### config.mk
export PLATFORM = sky130hd
export DESIGN_NAME = pwr_state_ctrl
export DESIGN_NICKNAME = d
export VERILOG_FILES = /design/src/rtl/pwr_state_pkg.sv /design/src/rtl/pwr_wake_timer.sv /design/src/rtl/pwr_input_guard.sv /design/src/rtl/pwr_fsm.sv /design/src/rtl/pwr_state_ctrl.sv
export SDC_FILE = /design/constraint.sdc
export NUM_CORES = 1
export LEC_CHECK = 0
export BUFFER_PORTS_ARGS = -buffer_cell sky130_fd_sc_hd__buf_2
export CAP_MARGIN = 40
export CORE_UTILIZATION = 53
export CTS_BUF_LIST = sky130_fd_sc_hd__clkbuf_4
export DETAILED_ROUTE_END_ITERATION = 10
export PLACE_DENSITY = 0.78
export SYNTH_ARGS = -nofsm -noshare
export SYNTH_HDL_FRONTEND = slang
export SYNTH_SLANG_ARGS = --single-unit
### constraint.sdc
create_clock -name clk -period 1.9 [get_ports clk]
set_clock_uncertainty 0.05 [all_clocks]
set_input_delay 0.285 -clock clk [delete_from_list [all_inputs] [get_ports clk]]
set_output_delay 0.285 -clock clk [all_outputs]
set_load 0.1 [all_outputs]
### src/rtl/pwr_state_pkg.sv
`timescale 1ns/1ps
package pwr_state_pkg;

    localparam int NUM_ST = 7;

    typedef enum logic [2:0] {
        ST_RUN    = 3'd0,
        ST_HALT   = 3'd1,
        ST_GRANT  = 3'd2,
        ST_QSTART = 3'd3,
        ST_SNOOP  = 3'd4,
        ST_SLEEP  = 3'd5,
        ST_DEEP   = 3'd6
    } pstate_e;

    // Request bundle sampled every reference-clock edge.
    typedef struct packed {
        logic stop_n;
        logic doze_n;
        logic halt;
        logic wake;
        logic snoop;
        logic qs;
    } req_t;

    localparam req_t REQ_IDLE = '{stop_n: 1'b1, doze_n: 1'b1, halt: 1'b0,
                                  wake: 1'b0, snoop: 1'b0, qs: 1'b0};

endpackage

### src/rtl/pwr_wake_timer.sv
`timescale 1ns/1ps
module pwr_wake_timer #(
    parameter int WAKE_CYC = 983
) (
    input  logic clk,
    input  logic rst_n,
    input  logic run,
    input  logic clr,
    output logic done
);
    localparam int CW = (WAKE_CYC < 2) ? 1 : $clog2(WAKE_CYC);
    localparam logic [CW-1:0] LAST = CW'(WAKE_CYC - 1);

    logic [CW-1:0] cnt_q;

    assign done = run && (cnt_q == LAST);

    always_ff @(posedge clk or negedge rst_n) begin
        if (!rst_n) begin
            cnt_q <= '0;
        end else if (!run || clr || done) begin
            cnt_q <= '0;
        end else begin
            cnt_q <= cnt_q + 1'b1;
        end
    end
endmodule

### src/rtl/pwr_input_guard.sv
`timescale 1ns/1ps
module pwr_input_guard
    import pwr_state_pkg::*;
(
    input  logic    clk,
    input  logic    rst_n,
    input  req_t    req,
    input  logic    cpu_rst_n,
    input  pstate_e state,
    input  logic    snoop_from_qs,
    output logic    err_set
);
    req_t prev_q;
    req_t chg;
    logic rst_sleep_q;
    logic sleep_bad, deep_bad, release_bad, qs_bad;

    assign chg = req_t'(req ^ prev_q);

    always_ff @(posedge clk or negedge rst_n) begin
        if (!rst_n) begin
            prev_q      <= REQ_IDLE;
            rst_sleep_q <= 1'b0;
        end else begin
            prev_q      <= req;
            rst_sleep_q <= (state == ST_SLEEP) && !cpu_rst_n;
        end
    end

    always_comb begin
        sleep_bad   = (state == ST_SLEEP) && cpu_rst_n &&
                      (chg.stop_n || chg.halt || chg.wake || chg.snoop || chg.qs);
        deep_bad    = (state == ST_DEEP) && ((|chg) || !cpu_rst_n);
        release_bad = rst_sleep_q && (!req.stop_n || !req.doze_n);
        qs_bad      = ((state == ST_QSTART) || snoop_from_qs) && (chg.qs || req.halt);
        err_set     = sleep_bad || deep_bad || release_bad || qs_bad;
    end
endmodule

### src/rtl/pwr_fsm.sv
`timescale 1ns/1ps
module pwr_fsm
    import pwr_state_pkg::*;
(
    input  logic              clk,
    input  logic              rst_n,
    input  req_t              req,
    input  logic              cpu_rst_n,
    input  logic              bclk_live,
    input  logic              wake_done,
    input  logic              err_set,
    output pstate_e           state_q,
    output logic              snoop_from_qs,
    output logic              deep_run,
    output logic              cnt_clr,
    output logic [NUM_ST-1:0] state_oh,
    output logic              ctx_kept,
    output logic              snoop_en,
    output logic              err_flag
);
    pstate_e state_d;
    pstate_e snp_org_q, snp_org_d;
    logic    deep_qs_q, deep_qs_d;
    logic    err_q;

    // State register process
    always_ff @(posedge clk or negedge rst_n) begin
        if (!rst_n) begin
            state_q   <= ST_RUN;
            snp_org_q <= ST_RUN;
            deep_qs_q <= 1'b0;
            err_q     <= 1'b0;
        end else begin
            state_q   <= state_d;
            snp_org_q <= snp_org_d;
            deep_qs_q <= deep_qs_d;
            err_q     <= err_q | err_set;
        end
    end

    // Next-state logic
    always_comb begin
        state_d   = state_q;
        snp_org_d = snp_org_q;
        deep_qs_d = deep_qs_q;
        if (!cpu_rst_n && (state_q != ST_DEEP)) begin
            state_d = ST_RUN;
        end else begin
            unique case (state_q)
                ST_RUN: begin
                    if (!req.stop_n)   state_d = req.qs ? ST_QSTART : ST_GRANT;
                    else if (req.halt) state_d = ST_HALT;
                end
                ST_HALT: begin
                    if (!req.stop_n) begin
                        state_d = req.qs ? ST_QSTART : ST_GRANT;
                    end else if (req.snoop) begin
                        state_d   = ST_SNOOP;
                        snp_org_d = ST_HALT;
                    end else if (req.wake) begin
                        state_d = ST_RUN;
                    end
                end
                ST_GRANT: begin
                    if (req.stop_n) begin
                        state_d = ST_RUN;
                    end else if (req.snoop) begin
                        state_d   = ST_SNOOP;
                        snp_org_d = ST_GRANT;
                    end else if (!req.doze_n) begin
                        state_d = ST_SLEEP;
                    end
                end
                ST_QSTART: begin
                    if (req.stop_n) begin
                        state_d = ST_RUN;
                    end else if (!bclk_live) begin
                        state_d   = ST_DEEP;
                        deep_qs_d = 1'b1;
                    end else if (req.snoop) begin
                        state_d   = ST_SNOOP;
                        snp_org_d = ST_QSTART;
                    end
                end
                ST_SNOOP: begin
                    if (!req.snoop) state_d = snp_org_q;
                end
                ST_SLEEP: begin
                    if (!bclk_live) begin
                        state_d   = ST_DEEP;
                        deep_qs_d = 1'b0;
                    end else if (req.doze_n) begin
                        state_d = ST_GRANT;
                    end
                end
                ST_DEEP: begin
                    if (wake_done) state_d = deep_qs_q ? ST_QSTART : ST_SLEEP;
                end
                default: state_d = ST_RUN;
            endcase
        end
    end

    // Output process
    always_comb begin
        ctx_kept = 1'b0;
        snoop_en = 1'b0;
        unique case (state_q)
            ST_SLEEP, ST_DEEP:                      ctx_kept = 1'b1;
            ST_HALT, ST_GRANT, ST_QSTART, ST_SNOOP: snoop_en = 1'b1;
            default: ;
        endcase
    end

    for (genvar g = 0; g < NUM_ST; g++) begin : g_oh
        assign state_oh[g] = (state_q == pstate_e'(g));
    end

    assign snoop_from_qs = (state_q == ST_SNOOP) && (snp_org_q == ST_QSTART);
    assign deep_run      = (state_q == ST_DEEP) && bclk_live;
    assign cnt_clr       = !cpu_rst_n && (state_q != ST_DEEP);
    assign err_flag      = err_q;
endmodule

### src/rtl/pwr_state_ctrl.sv
`timescale 1ns/1ps
module pwr_state_ctrl
    import pwr_state_pkg::*;
#(
    parameter int REF_CLK_HZ = 32768,
    parameter int WAKE_MS    = 30
) (
    input  logic        clk,
    input  logic        rst_n,
    input  logic        stop_req_n,
    input  logic        doze_req_n,
    input  logic        cpu_rst_req_n,
    input  logic        halt_pulse,
    input  logic        wake_irq,
    input  logic        snoop_busy,
    input  logic        qs_mode,
    input  logic        bclk_live,
    output logic [6:0]  state_oh,
    output logic        ctx_kept,
    output logic        snoop_en,
    output logic        err_flag
);
    localparam int WAKE_CYC = (REF_CLK_HZ * WAKE_MS) / 1000;

    req_t    req;
    pstate_e state;
    logic    snoop_from_qs, deep_run, cnt_clr, wake_done, err_set;

    assign req = '{stop_n: stop_req_n, doze_n: doze_req_n, halt: halt_pulse,
                   wake: wake_irq, snoop: snoop_busy, qs: qs_mode};

    pwr_wake_timer #(.WAKE_CYC(WAKE_CYC)) timer_i (
        .clk  (clk),
        .rst_n(rst_n),
        .run  (deep_run),
        .clr  (cnt_clr),
        .done (wake_done)
    );

    pwr_input_guard guard_i (
        .clk          (clk),
        .rst_n        (rst_n),
        .req          (req),
        .cpu_rst_n    (cpu_rst_req_n),
        .state        (state),
        .snoop_from_qs(snoop_from_qs),
        .err_set      (err_set)
    );

    pwr_fsm fsm_i (
        .clk          (clk),
        .rst_n        (rst_n),
        .req          (req),
        .cpu_rst_n    (cpu_rst_req_n),
        .bclk_live    (bclk_live),
        .wake_done    (wake_done),
        .err_set      (err_set),
        .state_q      (state),
        .snoop_from_qs(snoop_from_qs),
        .deep_run     (deep_run),
        .cnt_clr      (cnt_clr),
        .state_oh     (state_oh),
        .ctx_kept     (ctx_kept),
        .snoop_en     (snoop_en),
        .err_flag     (err_flag)
    );
endmodule

# ---- Word-level counts from Yosys, hierarchy flattened
# Index checks and enable logic that the tools add are counted.
dict set report word_totals {
  reg_bits 25
  latchBits 0
  ramBits 0
  mem_bits_ro 0
  in_bits 10
  out_inout_bits 10
  n_memories 0
}
dict set report op_classes {
  add_sub_neg 1
  mul 0
  div_mod_pow 0
  magnitude_cmp 0
  n_eq_ne 25
  shift 0
  n_mux 34
  n_bitwise 3
  n_reduce_logical 36
}
# cell count
set ops {}
lappend ops {{$mux W3} 24}
lappend ops {{$pmux W3 S7} 1}
lappend ops {{$ne A2 B2 Y1 const B} 9}
lappend ops {{$ne A5 B4 Y1 const B} 3}
lappend ops {{$logic_or A1 B1 Y1} 13}
lappend ops {{$add A10 B1 Y10 const B} 1}
lappend ops {{$eq A10 B10 Y1 const B} 1}
lappend ops {{$logic_and A1 B1 Y1} 10}
lappend ops {{$mux W10} 1}
lappend ops {{$eq A3 B2 Y1 const B} 3}
lappend ops {{$eq A3 B3 Y1 const B} 3}
lappend ops {{$pmux W3 S3} 1}
lappend ops {{$reduce_and A9 Y1} 1}
lappend ops {{$ne A4 B3 Y1 const B} 2}
lappend ops {{$reduce_and A7 Y1} 1}
lappend ops {{$mux W1} 6}
lappend ops {{$reduce_or A6 Y1} 1}
lappend ops {{$xor A6 B6 Y6} 1}
lappend ops {{$reduce_and A5 Y1} 1}
lappend ops {{$logic_not A1 Y1} 4}
lappend ops {{$reduce_or A4 Y1} 1}
lappend ops {{$eq A3 B1 Y1 const B} 1}
lappend ops {{$logic_not A3 Y1} 1}
lappend ops {{$ne A3 B1 Y1 const B} 1}
lappend ops {{other kinds (8)} 8}

# ---- Logic depth before layout (Yosys ltp)
dict set report logic_depth {
  ltp_word 10
  mapped_depth 8
}

# ---- Modules after synthesis
# A second synthesis with hierarchy kept.
dict set report hier_totals {
  cells_unflattened 167
  hier_area_um2 1529.0
}
# module n_inst cells_each area_per_inst_um2 seq_area_each_um2
set modules_own_cells {}
lappend modules_own_cells {pwr_fsm 1 88 671.9 175.2}
lappend modules_own_cells {pwr_wake_timer 1 52 515.5 250.2}
lappend modules_own_cells {pwr_input_guard 1 27 341.6 177.7}

# ---- Worst setup path after synthesis
# Ideal clock, no wire load.
dict set report synth_timing {
  kind {register to output}
  start {register fsm_i.state_q[2]}
  end {output port snoop_en}
  arrival_time_ps 4125
  t_required_ps 1565
  setup_slack_ps -2560
  stages_incl_launch_ff 5
  path_buffers 2
  cell_sequence {dfrtp_1 buf_2 buf_1 nor3_1 nor2_1}
}
dict set report synth_via {
  elab_chain_len 3
}
# element line
set synth_lines {}
lappend synth_lines {{start: declaration} pwr_fsm.sv:12} ;# output pstate_e state_q,
lappend synth_lines {{start signal: assignment} pwr_fsm.sv:34} ;# state_q <= state_d;
lappend synth_lines {{$eq A3 B1 Y1 (tied with other cells)} pwr_fsm.sv:108} ;# unique case (state_q)
lappend synth_lines {{$reduce_or A4 Y1 *} pwr_fsm.sv:108}
lappend synth_lines {{$mux W1 *} pwr_fsm.sv:108}
lappend synth_lines {{end: declaration} pwr_state_ctrl.sv:20} ;# output logic snoop_en,
# Every way passes the cells marked *; elsewhere a longest branch is shown, timed or not.

# ---- Worst setup path after layout
dict set report layout_timing {
  start {register fsm_i.state_q[2]}
  end {register fsm_i.state_q[1]}
}
dict set report layout_via {
  elab_chain_len 5
}
# element line
set layout_lines {}
lappend layout_lines {{$eq A3 B3 Y1} {pwr_fsm.sv:49, pwr_fsm.sv:120}}
lappend layout_lines {{$logic_and A1 B1 Y1} pwr_fsm.sv:120} ;# assign deep_run = (state_q == ST_DEEP) && bclk_live;
lappend layout_lines {{$logic_and A1 B1 Y1} pwr_wake_timer.sv:16} ;# assign done = run && (cnt_q == LAST);
lappend layout_lines {{$ne A3 B1 Y1 (no line)} n/a}
lappend layout_lines {{$reduce_and A7 Y1 (no line)} n/a}
# Several ways; a longest one is shown, not always the timed one.
# A chain may end at the register's enable or synchronous reset.

==> impl_metrics.yaml <==
outcome:
  status: "finished with violations"
  violations: "negative setup slack"
place:
  port_buffers: 19
  place_hpwl_um: 2760
  placed_cell_area_sq_mm: 0.00182
  routabilityCongestion: 0.864
timing:
  grt_setup_unrepaired: "yes"
  fmax_mhz: 526
  period_minus_slack_ns: 1.90
  worst_slack_ns: -0.00252
  worst_pin_slew_ns: 0.522
  period_share: 1.00
  max_slew_margin: 0.652
  hold_ws_ns: 0.0274
  hold_viol: 0
  finalSetupViolCount: 1
  timing.final.max_slew_violations: 0
cells_and_area:
  fillerInstances: 160
  syn_to_final_growth_pct: 38.3
  diodes: 0
  drive_gt1_frac: 0.378
  nNetsFinal: 198
  final_area_sq_mm: 0.00192
logic_synthesis:
  synth_nets: 161
  synth_warnings: 0
  synth-seq-area-share: 0.435
  yosysTopAreaCell: "dfrtp_1"
  synth_top_area_frac: 0.397
  syn_avg_cell_area_sq_um: 9.30
  post_synth_num_cell_types: 45
  synth_edf_count: 0
  synth.cell_area_sq_mm: 0.00139
  syn_inst: 149
  ys_ff_latch: 24
  async_reset_ff_frac: 1.00
  synth-main-ff-cell: "dfrtp_1"
  ys_top_cells_by_area: "dfrtp_1 40%, xnor2_1 4.4%, xor2_1 4.4%"
clock_tree:
  path_clk_slew_ns: 0.14
  cts.path.max_buffers: 2
  cts_buffers: 3
  insertion_delay_ns: 0.33
  cts_tree: "done"
  h-tree-depth: 1
  post_cts_buffers: 0
  cts_sinks: 24
  cts_root_buffer: "clkbuf_4"
die:
  ios: 20
  row_count: 18
  die_area_sq_mm: 0.00282
  core_area_sq_mm: 0.00248
  start_util: 0.559
  die_x_um: 53.1
  die_height_um: 53.1
detailed_routing:
  wl_per_cell_um: 17.4
  vias_per_cell: 5.97
  ant_nets: 0
  initialDrtViolationCount: 38
  drt_first_pass_iters: 4
  dr_total_vias: 1283
  routed_wl_um: 3730
  drc: 0
global_route:
  grt_usage: 0.304
  grt_max_degree: 25
  grt_pass1_vias: 1353
  grt_overflow: 0
  grt_pass1_wl_um: 5860
  antenna_found_initial: 0
worst_setup_path:
  worstSetupEndpoint: "fsm_i.state_q[1]"
  r2r_end: "fsm_i.state_q[1]"
  setup.worst_path.end_class: "flop"
  cpPeakStageDelay_ns: 0.48
  arrival_ns: 2.07
  r2r-start: "fsm_i.state_q[2]"
  path_cells: "nand2b_4 -> or4_1 -> a31oi_1 -> or3_4 -> mux2_4"
  worstSetupStartpoint: "fsm_i.state_q[2]"
  r2r_cells: 5
  slowest_stage: "dfrtp_2"
  crit_buf_inv: 0
  cp.depth: 5
  crit_type: "flop to flop"
  crit_required_ns: 2.07
  ff2ff_setup_slack_ns: -0.003
  critPathMaxFanout: 4
  start_kind: "flop"
  path_delay_family: "simple AND/OR/NAND/NOR gates"
worst_hold_path:
  whs_path_depth: 1
  hp-class: "input port to flop"
power_and_ir_drop:
  finalPower_uw: 2380
  leakage_uw: 0.000818
  p_per_area_mw_per_mm2: 1240
  max-vdd-ir-drop_mv: 1.30
run:
  maxCapViolations: 0
==> Yosys cell counts, types with 2 or more instances <==
master    number
nor3_1         4
a21oi_1        6
ha_1           2
and3_1         2
a31oi_1        2
nor2b_1        5
mux2_4         2
inv_1          7
o21ai_0        6
mux2i_1        3
clkbuf_1       2
dfstp_2        2
nand4_1        5
dfrtp_1       22
xor2_1         7
nand2_1       14
xnor2_1        7
buf_2          2
nand3_1        6
nor2_1        16
nor4b_1        2
nor4_1         2
==> worst min-delay path by stage <==
stage / startpoint / to / slack, ns
after global placement: rst_n / fsm_i.err_flag / 0.23
after floorplan: rst_n / fsm_i.deep_qs_q / -0.06
final: doze_req_n / guard_i.prev_q[4] / 0.03
after CTS: doze_req_n / guard_i.prev_q[4] / 0.02
after global routing: doze_req_n / guard_i.prev_q[4] / 0.005
after detailed placement: rst_n / guard_i.rst_sleep_q / 0.24
==> cell type report <==
cell class	instances	area, sq um	area share
Inverter	8	33.8	0.0176
Timing Repair Buffer	38	394	0.206
Clock inverter	1	3.75	0.00196
Tap cell	30	37.5	0.0196
Sequential cell	24	607	0.317
Clock buffer	3	22.5	0.0118
Multi-Input combinational cell	111	817	0.427
==> power by group <==
group	leakage [uW]	switching, uW	internal, uW
logic	0.000505	909	590
clock network	0.0000154	157	77.3
registers	0.000298	76.0	567
total	0.000818	1140	1230
==> routing by layer <==
layer,GRT usage,vias up,share of wire
li1,-,591,-
met1,0.327,629,0.38
met2,0.536,50,0.52
met3,0.0517,13,0.061
met4,0.211,0,0.036
met5,0,-,0
==> worst reg2reg max path, delay by kind of cell (launching register included) <==
| family | cells | cell delay, ns |
|---|---|---|
| multiplexers | 1 | 0.29 |
| AO/OA/AOI/OAI | 1 | 0.20 |
| flip-flops | 1 | 0.48 |
| AND/OR/NAND/NOR | 3 | 0.76 |
==> registers in the layout (all words and copies together), names as in the netlist <==
signal / flops
timer_i.cnt_q: 10
fsm_i.err_flag: 1
guard_i.prev_q: 6
fsm_i.deep_qs_q: 1
guard_i.rst_sleep_q: 1
fsm_i.state_q: 3
fsm_i.snp_org_q: 2
==> what timing repair did <==
| item | CTS | global route |
|---|---|---|
| hold endpoints to repair | 22 | 0 |
| hold buffers | 1 | 0 |
| endpoints found under the setup margin | 8 | 11 |
| resized for setup | 6 | 13 |
| pin swaps | 1 | 0 |
==> layout by cell type (no fill, tap or decap), types with 2 or more instances in the layout <==
| master | count |
|---|---|
| a31oi_1 | 2 |
| nand2_1 | 12 |
| buf_2 | 10 |
| buf_12 | 9 |
| xor2_1 | 7 |
| clkbuf_4 | 3 |
| dfrtp_2 | 3 |
| dfrtp_1 | 19 |
| ha_1 | 2 |
| nor2b_4 | 3 |
| a21oi_1 | 6 |
| buf_6 | 5 |
| inv_1 | 4 |
| buf_4 | 13 |
| and3_1 | 2 |
| nor4b_1 | 2 |
| nand4_1 | 5 |
| mux2_4 | 2 |
| nor2_1 | 14 |
| o21ai_0 | 6 |
| mux2i_1 | 3 |
| dfstp_2 | 2 |
| inv_2 | 3 |
| xnor2_1 | 7 |
| nand3_1 | 6 |
| nor2_4 | 2 |
| nor3_4 | 3 |
==> metrics by stage <==
step	util	worst slack [ns]	TNS (ns)	std cells
6_report	0.773	-0.00252	-0.00252	215
3_3_place_gp	0.734	-0.0138	-0.0270	210
2_1_floorplan	-	-0.363	-1.22	149
4_1_cts	0.759	-0.00682	-0.0116	215
3_5_place_dp	0.734	-0.0316	-0.0629	210
5_1_grt	0.773	-0.0604	-0.255	215
==> cells by family after synthesis <==
group,Yosys count,share of synthesized area
and+or+nand+nor,66,0.256
muxes,6,0.0515
DFF,24,0.435
buffers and inverters,14,0.0452
adders and majority gates,2,0.0181
AOI/OAI and AO/OA,23,0.106
xor gates and xnor gates,14,0.0885
Power figures use the tool's default switching activity.
